File: config.mk
export PLATFORM = sky130hd
export DESIGN_NAME = bcd_addsub_unit
export DESIGN_NICKNAME = d
export VERILOG_FILES = /design/src/rtl/addsub_pkg.sv /design/src/rtl/addsub_binary.sv /design/src/rtl/bcd_digit_stage.sv /design/src/rtl/addsub_bcd.sv /design/src/rtl/bcd_addsub_unit.sv
export SDC_FILE = /design/constraint.sdc
export NUM_CORES = 1
export LEC_CHECK = 0
export CORE_UTILIZATION = 25
export CTS_BUF_LIST = sky130_fd_sc_hd__clkbuf_2 sky130_fd_sc_hd__clkbuf_4 sky130_fd_sc_hd__clkbuf_8
export DETAILED_ROUTE_END_ITERATION = 12
export GPL_TIMING_DRIVEN = 0
export PLACE_DENSITY_LB_ADDON = 0.08
export SKIP_CTS_REPAIR_TIMING = 1
export SYNTH_ARGS = -nofsm -noshare
export SYNTH_HDL_FRONTEND = slang
export SYNTH_SLANG_ARGS = --single-unit
File: constraint.sdc
create_clock -name clk -period 6.4 [get_ports clk]
set_clock_uncertainty 0.15 [all_clocks]
set_input_delay 0.96 -clock clk [delete_from_list [all_inputs] [get_ports clk]]
set_output_delay 0.96 -clock clk [all_outputs]
set_load 0.01 [all_outputs]
File: src/rtl/addsub_pkg.sv
package addsub_pkg;
  typedef struct packed {
    logic n;
    logic v;
    logic z;
    logic c;
  } alu_flags_t;

  // Two's-complement overflow from the sign bits of both addends and the sum.
  function automatic logic sign_overflow(input logic a_msb, input logic op_msb,
                                         input logic r_msb);
    return (a_msb == op_msb) && (r_msb != a_msb);
  endfunction
endpackage

File: src/rtl/addsub_binary.sv
module addsub_binary #(
  parameter int WIDTH = 8
) (
  input  logic [WIDTH-1:0] a,
  input  logic [WIDTH-1:0] m,
  input  logic             cin,
  input  logic             sub,
  output logic [WIDTH-1:0] sum,
  output logic             cout,
  output logic             ovf
);
  import addsub_pkg::*;

  logic [WIDTH-1:0] op2;
  logic [WIDTH:0]   full;

  always_comb begin
    op2  = sub ? ~m : m;
    full = {1'b0, a} + {1'b0, op2} + (WIDTH+1)'(cin);
    sum  = full[WIDTH-1:0];
    cout = full[WIDTH];
    ovf  = sign_overflow(a[WIDTH-1], op2[WIDTH-1], full[WIDTH-1]);
  end
endmodule

File: src/rtl/bcd_digit_stage.sv
module bcd_digit_stage (
  input  logic [3:0] a_dig,
  input  logic [3:0] m_dig,
  input  logic       cin,
  input  logic       sub,
  output logic [3:0] d_out,
  output logic       cout
);
  logic [4:0] t;

  always_comb begin
    if (!sub) begin
      t = {1'b0, a_dig} + {1'b0, m_dig} + 5'(cin);
      if (t > 5'd9) begin
        d_out = t[3:0] + 4'd6;
        cout  = 1'b1;
      end else begin
        d_out = t[3:0];
        cout  = 1'b0;
      end
    end else begin
      t = {1'b0, a_dig} - {1'b0, m_dig} - 5'(!cin);
      if (t[4]) begin
        d_out = t[3:0] - 4'd6;
        cout  = 1'b0;
      end else begin
        d_out = t[3:0];
        cout  = 1'b1;
      end
    end
  end
endmodule

File: src/rtl/addsub_bcd.sv
module addsub_bcd #(
  parameter int DIGITS = 2
) (
  input  logic [4*DIGITS-1:0] a,
  input  logic [4*DIGITS-1:0] m,
  input  logic                cin,
  input  logic                sub,
  output logic [4*DIGITS-1:0] sum,
  output logic                cout
);
  logic [DIGITS:0] chain;

  assign chain[0] = cin;

  for (genvar g = 0; g < DIGITS; g++) begin : g_digit
    bcd_digit_stage u_dig (
      .a_dig (a[4*g +: 4]),
      .m_dig (m[4*g +: 4]),
      .cin   (chain[g]),
      .sub   (sub),
      .d_out (sum[4*g +: 4]),
      .cout  (chain[g+1])
    );
  end

  assign cout = chain[DIGITS];
endmodule

File: src/rtl/bcd_addsub_unit.sv
module bcd_addsub_unit #(
  parameter int DIGITS = 2,
  localparam int WIDTH = 4 * DIGITS,
  localparam int MSB   = WIDTH - 1
) (
  input  logic             clk,
  input  logic             rst,
  input  logic             start,
  input  logic [WIDTH-1:0] op_a,
  input  logic [WIDTH-1:0] op_m,
  input  logic             carry_in,
  input  logic             dec_mode,
  input  logic             subtract,
  input  logic             fixed_flags,
  output logic [WIDTH-1:0] result,
  output logic             flag_n,
  output logic             flag_v,
  output logic             flag_z,
  output logic             flag_c,
  output logic             done,
  output logic             busy
);
  import addsub_pkg::*;

  logic [WIDTH-1:0] bin_sum, dec_sum;
  logic             bin_c, bin_v, dec_c;

  addsub_binary #(.WIDTH(WIDTH)) u_bin (
    .a(op_a), .m(op_m), .cin(carry_in), .sub(subtract),
    .sum(bin_sum), .cout(bin_c), .ovf(bin_v)
  );

  addsub_bcd #(.DIGITS(DIGITS)) u_bcd (
    .a(op_a), .m(op_m), .cin(carry_in), .sub(subtract),
    .sum(dec_sum), .cout(dec_c)
  );

  // Staging for the corrected decimal path
  logic [WIDTH-1:0] hold_res;
  logic             hold_c, hold_a_msb, hold_op_msb;
  logic             accept, take_long;
  alu_flags_t       flg_q, quick_flags;
  logic [WIDTH-1:0] quick_res;

  always_comb begin
    accept    = start && !busy;
    take_long = dec_mode && fixed_flags;
    quick_res = dec_mode ? dec_sum : bin_sum;
    // Legacy decimal flags come from the binary value; carry is decimal.
    quick_flags.n = bin_sum[MSB];
    quick_flags.v = bin_v;
    quick_flags.z = (bin_sum == '0);
    quick_flags.c = dec_mode ? dec_c : bin_c;
  end

  always_ff @(posedge clk) begin
    if (rst) begin
      result      <= '0;
      flg_q       <= '0;
      done        <= 1'b0;
      busy        <= 1'b0;
      hold_res    <= '0;
      hold_c      <= 1'b0;
      hold_a_msb  <= 1'b0;
      hold_op_msb <= 1'b0;
    end else begin
      done <= 1'b0;
      if (busy) begin
        result  <= hold_res;
        flg_q.n <= hold_res[MSB];
        flg_q.z <= (hold_res == '0);
        flg_q.c <= hold_c;
        flg_q.v <= sign_overflow(hold_a_msb, hold_op_msb, hold_res[MSB]);
        done    <= 1'b1;
        busy    <= 1'b0;
      end else if (accept) begin
        if (take_long) begin
          hold_res    <= dec_sum;
          hold_c      <= dec_c;
          hold_a_msb  <= op_a[MSB];
          hold_op_msb <= subtract ? ~op_m[MSB] : op_m[MSB];
          busy        <= 1'b1;
        end else begin
          result <= quick_res;
          flg_q  <= quick_flags;
          done   <= 1'b1;
        end
      end
    end
  end

  assign flag_n = flg_q.n;
  assign flag_v = flg_q.v;
  assign flag_z = flg_q.z;
  assign flag_c = flg_q.c;


  busy_pulse_chk: assert property (@(posedge clk) disable iff (rst)
    busy |=> (!busy && done));


  quick_latency_chk: assert property (@(posedge clk) disable iff (rst)
    (start && !busy && !(dec_mode && fixed_flags)) |=> (done && !busy));


  result_hold_chk: assert property (@(posedge clk) disable iff (rst)
    !done |-> $stable(result));


  fixed_nz_chk: assert property (@(posedge clk) disable iff (rst)
    (done && $past(busy)) |-> (flag_n == result[MSB] && flag_z == (result == '0)));


  reset_state_chk: assert property (@(posedge clk)
    rst |=> (!done && !busy && result == '0));
endmodule

# After elaboration in Yosys (flattened, before gate mapping)
# Cells that the tools add are included.
totals:
  register_bits: 25
op_classes:
  add_sub_neg: 14
  order_cmp: 2
  eq_ne: 5
  mux: 26
  n_bitwise: 4
  n_reduce_logical: 13
ops:
  columns: ["operator", "count"]
  rows:
  - ["2-to-1 mux 8 bit", 5]
  - ["2-to-1 mux 4 bit", 9]
  - ["zero test 8 bit", 2]
  - ["2-to-1 mux 1 bit", 12]
  - ["adder 4 x 4 -> 5 bit", 2]
  - ["adder 5 x 1 -> 5 bit", 2]
  - ["greater-than comparator 5 x 4 -> 1 bit (second input constant)", 2]
  - ["subtractor 4 x 4 -> 5 bit", 2]
  - ["subtractor 5 x 1 -> 5 bit", 2]
  - ["adder 8 x 8 -> 9 bit", 1]
  - ["adder 9 x 1 -> 9 bit", 1]
  - ["adder 4 x 3 -> 4 bit (second input constant)", 2]
  - ["inverter 8 bit", 1]
  - ["subtractor 4 x 3 -> 4 bit (second input constant)", 2]
  - ["logical AND 1 bit", 4]
  - ["zero test 1 bit", 3]
  - ["inverter 1 bit", 3]
  - ["AND reduction 3 bit", 1]
  - ["OR reduction 3 bit", 1]
  - ["equality test 1 bit", 2]
  - ["inequality test 1 bit", 2]
  - ["inequality test 2 bit (second input constant)", 1]
  - ["AND reduction 2 bit", 1]
  - ["nonzero test 2 bit", 1]

# Depth between registers and ports, before layout
logic_depth:
  ltp_word: 14
  ltp_mapped: 21
  ltp_nobuf: 21

# By module
# From an unflattened synthesis, not the netlist that was laid out.
hier_totals:
  hier_cells: 363
  area_unflattened_um2: 2919.0
by_module_without_submodules:
  columns: ["mod", "n_inst", "cells_each", "area_each_um2", "seq_area_each_um2"]
  rows:
  - ["bcd_addsub_unit", 1, 153, 1239.9, 500.5]
  - ["bcd_digit_stage", 2, 75, 606.8, 0.0]
  - ["addsub_binary", 1, 60, 465.4, 0.0]

# Least setup slack after synthesis
# Ideal clock, no wire load.
synth_path:
  path_kind: "input -> register"
  from: "input op_a[0]"
  to: "register result[5]"
  setup_ps: 116
  t_arrival_ps: 4673
  t_required_ps: 6134
  setup_slack_ps: 1461
  path_stages: 20
  path_cell_list: "inv_1 -> fa_1 -> inv_1 -> fa_1 -> xnor2_1 -> inv_1 -> ha_1 -> nand2_1 -> o31ai_1 -> o211ai_1 -> o21ai_0 -> fa_1 -> inv_1 -> fa_1 -> inv_1 -> ha_1 -> nand2_1 -> a31o_2 -> a211o_1 -> a31o_2"
synth_via:
  elab_chain_len: 14
synth_rtl:
  columns: ["item", "line", "source"]
  rows:
  - ["from (decl)", "bcd_addsub_unit.sv:9", "input logic [WIDTH-1:0] op_a,"]
  - ["adder 4 x 4 -> 5 bit", "bcd_digit_stage.sv:13", "t = {1'b0, a_dig} + {1'b0, m_dig} + 5'(cin);"]
  - ["adder 5 x 1 -> 5 bit", "bcd_digit_stage.sv:13", null]
  - ["greater-than comparator 5 x 4 -> 1 bit", "bcd_digit_stage.sv:14", "if (t > 5'd9) begin"]
  - ["2-to-1 mux 1 bit", "bcd_digit_stage.sv:14", null]
  - ["2-to-1 mux 1 bit", "bcd_digit_stage.sv:12", "if (!sub) begin"]
  - ["zero test 1 bit", "bcd_digit_stage.sv:22", "t = {1'b0, a_dig} - {1'b0, m_dig} - 5'(!cin);"]
  - ["subtractor 5 x 1 -> 5 bit", "bcd_digit_stage.sv:22", null]
  - ["subtractor 4 x 3 -> 4 bit", "bcd_digit_stage.sv:24", "d_out = t[3:0] - 4'd6;"]
  - ["2-to-1 mux 4 bit", "bcd_digit_stage.sv:23", "if (t[4]) begin"]
  - ["2-to-1 mux 4 bit", "bcd_digit_stage.sv:12", null]
  - ["2-to-1 mux 8 bit *", "bcd_addsub_unit.sv:48", "quick_res = dec_mode ? dec_sum : bin_sum;"]
  - ["2-to-1 mux 8 bit *", "bcd_addsub_unit.sv:77", "if (take_long) begin"]
  - ["2-to-1 mux 8 bit *", "bcd_addsub_unit.sv:76", "end else if (accept) begin"]
  - ["2-to-1 mux 8 bit *", "bcd_addsub_unit.sv:68", "if (busy) begin"]
  - ["to (signal assigned)", "bcd_addsub_unit.sv:69", "result <= hold_res;"]
  - ["to (signal assigned)", "bcd_addsub_unit.sv:84", "result <= quick_res;"]
  - ["to (decl)", "bcd_addsub_unit.sv:15", "output logic [WIDTH-1:0] result,"]
# Every way passes the cells marked *; elsewhere a longest branch is shown, timed or not. The select of a mux whose other input is x is not followed.
# A chain may end at the register's enable or synchronous reset.

# Worst setup path after layout
layout_path:
  from: "input op_a[0]"
  to: "register hold_res[6]"
layout_via:
  elab_chain_len: 10
layout_rtl:
  columns: ["item", "line", "source"]
  rows:
  - ["adder 4 x 4 -> 5 bit", "bcd_digit_stage.sv:13", null]
  - ["adder 5 x 1 -> 5 bit", "bcd_digit_stage.sv:13", null]
  - ["greater-than comparator 5 x 4 -> 1 bit", "bcd_digit_stage.sv:14", null]
  - ["2-to-1 mux 1 bit", "bcd_digit_stage.sv:14", null]
  - ["2-to-1 mux 1 bit *", "bcd_digit_stage.sv:12", null]
  - ["zero test 1 bit", "bcd_digit_stage.sv:22", null]
  - ["subtractor 5 x 1 -> 5 bit", "bcd_digit_stage.sv:22", null]
  - ["subtractor 4 x 3 -> 4 bit", "bcd_digit_stage.sv:24", null]
  - ["2-to-1 mux 4 bit", "bcd_digit_stage.sv:23", null]
  - ["2-to-1 mux 4 bit *", "bcd_digit_stage.sv:12", null]
  - ["to (signal assigned)", "bcd_addsub_unit.sv:78", "hold_res <= dec_sum;"]
  - ["to (decl)", "bcd_addsub_unit.sv:39", "logic [WIDTH-1:0] hold_res;"]
# Every way passes the cells marked *; elsewhere a longest branch is shown, timed or not.

==> results.sh <==
export IMPL_status="complete, no violations"
export IMPL_synthCells=311
export IMPL_finalCritPeriodShare_pct=90.4
export IMPL_ios=37
export IMPL_holdCritStartpoint="hold_c$_SDFFE_PP0P_"
export IMPL_antenna_found_initial=0
export IMPL_critPathArrivalTime_ps=5830
export IMPL_path_max_fanout=5
export IMPL_grt_pass1_wl_um=12200
export IMPL_synth_main_ff_cell="dfxtp_1"
export IMPL_place_inst=478
export IMPL_htree_levels=1
export IMPL_fin_cells=482
export IMPL_mostFrequentLayoutCell="clkdlybuf4s50_1"
export IMPL_reg2reg_from="busy$_SDFF_PP0_"
export IMPL_postSynthAreaPerCell_um2=8.36
export IMPL_final_core_util_pct=31.8
export IMPL_cts_buffers_inserted=3
export IMPL_ff2ff_path_depth=6
export IMPL_row_count=36
export IMPL_synth_cell_types=54
export IMPL_synth_edf_count=0
export IMPL_path_class="in2reg"
export IMPL_power_density_cell_area_nw_per_um2=193
export IMPL_ys_seq_area_share_pct=19.3
export IMPL_dieArea_um2=10800
export IMPL_cp_common_cell="inv_1"
export IMPL_power_leakage_nw=1.27
export IMPL_synthArstFlopShare_pct=0
export IMPL_ys_top_cells_by_area="dfxtp_1, ha_1, fa_1"
export IMPL_syn2layout_area_growth_pct=21.3
export IMPL_final_nets=412
export IMPL_fin_setup_tns_ps=0
export IMPL_hold_path_class="reg2reg"
export IMPL_worstSetupEndpointType="flip-flop"
export IMPL_crit_chain="clkdlybuf4s50_1 > inv_1 > fa_1 > inv_1 > fa_1 > xnor2_1 > inv_1 > ha_1 > nand2_1 > o31ai_1 > o211ai_1 > o21ai_0 > fa_1 > inv_1 > fa_1 > inv_1 > ha_1 > nand2_1 > a211o_1 > a32o_1 > o31ai_2"
export IMPL_grt_use_total_pct=14.1
export IMPL_drive_gt1_share_pct=4.87
export IMPL_num_antenna_cells=0
export IMPL_most_common_layout_cells="clkdlybuf4s50_1, inv_1, ha_1"
export IMPL_yosys_area_top_type_share_pct=19.3
export IMPL_cp_start_kind="input pin"
export IMPL_dr_pass1_iters=4
export IMPL_port_buffer_count=34
export IMPL_yosysWarnings=0
export IMPL_finalWeightedCongestion=0.755
export IMPL_syn_area_um2=2600
export IMPL_ys_ff_latch=25
export IMPL_start_util_pct=26.2
export IMPL_detail_route_wl_per_cell_um=15.4
export IMPL_critPathSlowestCell="fa_1"
export IMPL_r2r_end="result[3]$_SDFFE_PP0P_"
export IMPL_dpl_hpwl_um=6140
export IMPL_tritoncts="built"
export IMPL_clk_latency_ps=270
export IMPL_path_delay_family="adder cells"
export IMPL_die_h_um=104
export IMPL_ant_nets=0
export IMPL_clkTransAtPathRegs_ps=90
export IMPL_num_fill_cells=1104
export IMPL_clockBufferDepth=2
export IMPL_numClockSinks=25
export IMPL_grt_start_max_net_pins=15
export IMPL_crit_buf_inv=6
export IMPL_core_area_um2=9910
export IMPL_min_to="hold_c$_SDFFE_PP0P_"
export IMPL_fmax_ghz=0.173
export IMPL_drt_initial_drc_count=115
export IMPL_maxSlewHeadroom_pct=48.8
export IMPL_post_route_drc_count=0
export IMPL_finalMaxSlewViolations=0
export IMPL_wirelength_um=7440
export IMPL_cp_slowest_stage_delay_ps=480
export IMPL_cts_root_buf="clkbuf_8"
export IMPL_yosysTopAreaCell="dfxtp_1"
export IMPL_grt_pass1_vias=2329
export IMPL_setup_viol=0
export IMPL_ff2ff_setup_slack_ps=4390
export IMPL_syn_num_nets=373
export IMPL_die_x_um=104
export IMPL_hold_viol=0
export IMPL_grt_overflow=0
export IMPL_fin_crit_ps=5780
export IMPL_tightestPinTransition_ps=768
export IMPL_post_drt_via_cell_ratio=4.84
export IMPL_ir_drop_uv=71.5
export IMPL_vias=2335
export IMPL_required_ps=6440
export IMPL_max_cap_viol_count=0
export IMPL_reg_largest_list="hold_res (8), result (8)"
export IMPL_grt_setup_unrepaired="no"
export IMPL_min_path_cells=2
-- kinds of logic after synthesis --
family | after synthesis | synth area share [%]
AND/OR/NAND/NOR | 83 | 16.1
buffers and inverters | 41 | 6.21
AO/OA/AOI/OAI | 91 | 25.5
flip-flops | 25 | 19.3
XOR/XNOR | 28 | 9.73
adder cells (fa/ha/maj) | 39 | 21.7
multiplexers | 4 | 1.59
-- cell usage after synthesis (all sizes together) (3+ instances only) --
cell	instances
a211o	4
a211oi	5
a21o	5
a21oi	12
a222oi	3
a22oi	7
a31o	4
a31oi	5
and2	3
clkbuf	9
dfxtp	25
fa	10
ha	29
inv	30
mux2i	3
nand2	18
nand2b	8
nand3	3
nand3b	4
nor2	27
nor2b	6
nor3	5
nor3b	3
o211ai	6
o21ai	16
o21bai	3
o31ai	4
xnor2	12
xor2	16
-- worst max path at each step --
stage / slack, ps / start / depth (start not counted) / end
2_1_floorplan: 1460 / op_a[0] / 20 / result[5]$_SDFFE_PP0P_
3_3_place_gp: 320 / op_a[0] / 21 / hold_res[6]$_SDFFE_PP0P_
3_5_place_dp: 240 / op_a[0] / 21 / hold_res[6]$_SDFFE_PP0P_
4_1_cts: 540 / op_a[0] / 21 / hold_res[6]$_SDFFE_PP0P_
5_1_grt: 280 / op_a[0] / 21 / hold_res[6]$_SDFFE_PP0P_
6_report: 620 / op_a[0] / 21 / hold_res[6]$_SDFFE_PP0P_
-- report_power, final --
part           internal [mW]  switching (mW)  total [mW]
combinational          0.145           0.188       0.333
clock                 0.0437          0.0536      0.0972
sequential             0.169         0.00919       0.178
total                  0.358           0.250       0.608
-- cell type report --
type                            instances  area [µm²]  share of cell area [%]
Multi-Input combinational cell        245        1940                    61.5
Sequential cell                        25         500                    15.9
Timing Repair Buffer                   34         340                    10.8
Tap cell                              133         166                    5.28
Inverter                               30         113                    3.57
Buffer                                 11        48.8                    1.55
Clock buffer                            3        41.3                    1.31
Clock inverter                          1        5.00                   0.159
-- routing by layer --
layer	global-route usage [%]	routed length, µm	vias up
met5	0	0	-
met4	2.45	64	0
met3	1.19	224	6
met2	24.4	3440	40
met1	19.3	3710	1101
li1	-	-	1188
-- through the flow --
stage          worst slack [ps]  total power [mW]  cell area (µm²)  hold WS, ps
2_1_floorplan              1460             0.406             2600          287
3_3_place_gp                323             0.514             3110          302
3_5_place_dp                240             0.514             3110          304
4_1_cts                     541             0.613             3150          317
5_1_grt                     278             0.658             3150          348
6_report                    617             0.608             3150          317
-- tightest hold or removal path, delay by kind of cell, from the launching register on --
kind,cells,cell delay (ps)
compound gates,1,50
flops,1,320
simple gates,1,50
Power figures use the tool's default switching activity.
